### config.mk
export PLATFORM = sky130hd
export DESIGN_NAME = carry_cut_adder
export DESIGN_NICKNAME = d
export VERILOG_FILES = /design/src/rtl/carry_cut_pkg.sv /design/src/rtl/carry_cut_remap.sv /design/src/rtl/carry_cut_slice.sv /design/src/rtl/carry_cut_adder.sv
export SDC_FILE = /design/constraint.sdc
export NUM_CORES = 1
export LEC_CHECK = 0
export ABC_AREA = 0
export BUFFER_PORTS_ARGS = -buffer_cell sky130_fd_sc_hd__buf_2
export CAP_MARGIN = 10
export CORE_AREA = 2 2 39 41
export DETAILED_ROUTE_END_ITERATION = 6
export DIE_AREA = 0 0 41 43
export GPL_TIMING_DRIVEN = 0
export PLACE_DENSITY = 0.51
export SYNTH_ARGS = -nofsm -noshare
export SYNTH_HDL_FRONTEND = slang
export SYNTH_HIERARCHICAL = 1
export SYNTH_SLANG_ARGS = --single-unit
### constraint.sdc
create_clock -name vclk -period 0.8
set_input_delay 0.08 -clock vclk [all_inputs]
set_output_delay 0.08 -clock vclk [all_outputs]
set_load 0.005 [all_outputs]
### src/rtl/carry_cut_pkg.sv
package carry_cut_pkg;

    // Per-position pair after operand remapping.
    typedef struct packed {
        logic prop;   // at least one operand bit set
        logic gen;    // both operand bits set
    } pg_t;

endpackage

### src/rtl/carry_cut_remap.sv
module carry_cut_remap
    import carry_cut_pkg::*;
#(
    parameter int W = 8
) (
    input  logic [W-1:0] a_i,
    input  logic [W-1:0] b_i,
    output pg_t  [W-1:0] pg_o
);

    // Swapping equal-weight bits between the operands leaves the sum
    // unchanged, so OR and AND form an equivalent operand pair.
    for (genvar i = 0; i < W; i++) begin : g_pos
        assign pg_o[i].prop = a_i[i] | b_i[i];
        assign pg_o[i].gen  = a_i[i] & b_i[i];
    end

endmodule

### src/rtl/carry_cut_slice.sv
module carry_cut_slice
    import carry_cut_pkg::*;
(
    input  pg_t  pg_i,      // this position
    input  logic gen_lo_i,  // generate of the position below (carry in)
    output logic sum_o,
    output logic err_o
);

    logic passes;

    // The slice would forward the carry: propagate without generate.
    assign passes = pg_i.prop & ~pg_i.gen;

    // An arriving carry saturates the sum bit instead of moving on.
    assign sum_o = gen_lo_i | passes;
    assign err_o = gen_lo_i & passes;

endmodule

### src/rtl/carry_cut_adder.sv
module carry_cut_adder
    import carry_cut_pkg::*;
#(
    parameter int W = 8
) (
    input  logic [W-1:0] a_i,
    input  logic [W-1:0] b_i,
    output logic [W:0]   sum_o,
    output logic [W:0]   err_o
);

    localparam int TOP = W;

    pg_t  [W-1:0] pg;
    logic [W-1:0] gen_lo;

    carry_cut_remap #(.W(W)) u_remap (
        .a_i  (a_i),
        .b_i  (b_i),
        .pg_o (pg)
    );

    // Each generate bit is computed once and shared by its own slice
    // (as a blocker) and the slice above (as the carry in).
    for (genvar i = 0; i < W; i++) begin : g_slice
        if (i == 0) begin : g_low
            assign gen_lo[i] = 1'b0;
        end else begin : g_mid
            assign gen_lo[i] = pg[i-1].gen;
        end

        carry_cut_slice u_slice (
            .pg_i     (pg[i]),
            .gen_lo_i (gen_lo[i]),
            .sum_o    (sum_o[i]),
            .err_o    (err_o[i])
        );
    end

    // The final carry has no slice above it to pass through.
    assign sum_o[TOP] = pg[W-1].gen;
    assign err_o[TOP] = 1'b0;

endmodule

==> flow_summary.yaml <==
run_status:
  status: "finished, final reports clean"
worst_setup_path:
  crit_required_ns: 0.72
  max_stage_delay_ns: 0.23
  cp_max_fo: 2
  path_class: "input pin to output port"
  cp_cell_sequence: "buf_2 -> or2_1 -> a21o_1 -> buf_2"
  cpMaxStageDelayCell: "or2_1"
  cpMostUsedCell: "buf_2"
  crit_arrival_ns: 0.70
  worstSetupStartpoint: "b_i[1]"
  start_kind: "input pin"
  endpoint_kind: "output port"
drt:
  dr.pass1.iters: 2
  drt_iter0_markers: 3
  ant_nets: 0
  wl_um: 649
  drc: 0
  dr_total_vias: 364
  wl_per_cell_um: 7.05
  vias_per_cell: 3.96
flow_run:
  maxCapViolations: 0
global_routing:
  grt_overflow: 0
  grt_start_max_net_pins: 4
  grt_use_total: 0.0819
  antenna_found_initial: 0
  grt_pass1_wl_mm: 1.10
  grt_pass1_vias: 304
pwr:
  peakVddDrop_mv: 0.121
  leakage_nw: 0.301
  p_per_area_nw_per_um2: 461
floorplan:
  start_util: 0.189
  coreArea_um2: 1380
  die_w_um: 41
  fp-row-count: 14
  die_h_um: 43
  ios: 34
  die_area_um2: 1760
layout:
  fin_cells: 92
  syn_to_final_growth_pct: 78.0
  regArea_um2: 0
  final_nets: 94
  fin_area_um2: 465
  clkbuf_count: 0
  drive_above_1_share: 0.605
  seq_cells: 0
  diodes: 0
place:
  port_buffers: 32
  hpwl_um: 599
  place_inst: 92
  dpl_cell_area_um2: 449
  place_congestion: 0.595
sta:
  max_freq_mhz: 1290
  drv_slew: 0
  fin_crit_ns: 0.778
  timing.setup.tns_ns: 0
  period_share: 0.973
  setup_viol: 0
  finalHoldViolations: 0
  fin_hold_ws_ns: 0.461
logic_synthesis:
  yosysTopAreaCell: "a21o_1"
  yosys-top-cells-area: "a21o_1 (23%), and2_2 (23%), and3_1 (19%)"
  synth_xor_xnor_area_share: 0
  yosys-top-cells-count: "a21o_1 (8), and2_2 (8), and3_1 (8), inv_1 (8), or2_1 (8)"
  synth_area_um2: 262
  synth-simple-area-share: 0.612
  ys_types: 7
  ys_warn_count: 6
  synthCells: 42
  synth_top_area_frac: 0.230
  ys_seq_area_frac: 0
  synthMuxAreaShare: 0
  synthAdderAreaFrac: 0
  synth_top_family_by_area: "simple AND/OR/NAND/NOR gates"
  synth-compound-area-share: 0.230
  syn_area_per_cell_um2: 6.23
clock_network:
  cts_hold_buf: 0
worst_hold_path:
  min_from: "a_i[7]"
  hold_path.class: "input pin to output port"
==> layout by cell type (no fill, tap or decap), drive strengths merged <==
cell type  count
a21o           8
and2           8
and3           8
buf           33
conb           3
inv            8
or2            8
==> timing repair <==
action                     in CTS  in global routing
setup endpoints to repair       0                 13
resized for setup               0                  8
buffers inserted                0                  0
==> per-layer routing <==
metal | global-route usage | wire, um | vias up | share of wire
li1 | - | - | 198 | -
met1 | 0.104 | 277 | 141 | 0.43
met2 | 0.153 | 277 | 25 | 0.43
met3 | 0 | 94 | 0 | 0.14
met4 | 0 | 0 | 0 | 0
met5 | 0 | 0 | - | 0
==> power by group <==
group | leakage, nW | internal [W] | switching [W]
sequential | 0 | 0 | 0
clock | 0 | 0 | 0
combinational | 0.301 | 0.000130 | 0.0000842
==> logic make-up after synthesis <==
group | after synthesis
AOI/OAI and AO/OA | 8
other | 1
buffers and inverters | 9
and+or+nand+nor | 24
==> metrics by stage <==
step	setup WS, ns	utilization	power, W
after detailed placement	0.0139	0.325	0.000203
after CTS	0.0109	0.325	0.000204
after floorplan	0.241	-	0.000107
after global placement	0.0181	0.325	0.000201
final	0.0218	0.336	0.000214
after global routing	-0.000000500	0.336	0.000245
==> critical path, delay by kind of cell <==
kind	cells	cell delay (ns)
buffers and inverters	2	0.22
AND/OR/NAND/NOR	1	0.23
AO/OA/AOI/OAI	1	0.17
==> worst paths after layout <==
path | to | slack, ns | cells after the start
hold / removal | sum_o[8] | 0.46 | 3
setup / recovery | sum_o[1] | 0.02 | 4
==> final cells by class <==
class                      instances  area (um2)
fill                             152         918
inverter                           8        30.0
timing repair buffer              32         173
multi-input combinational         35         235
buffer                             1        7.51
tap                               16        20.0
(Power assumes the default switching activity.)
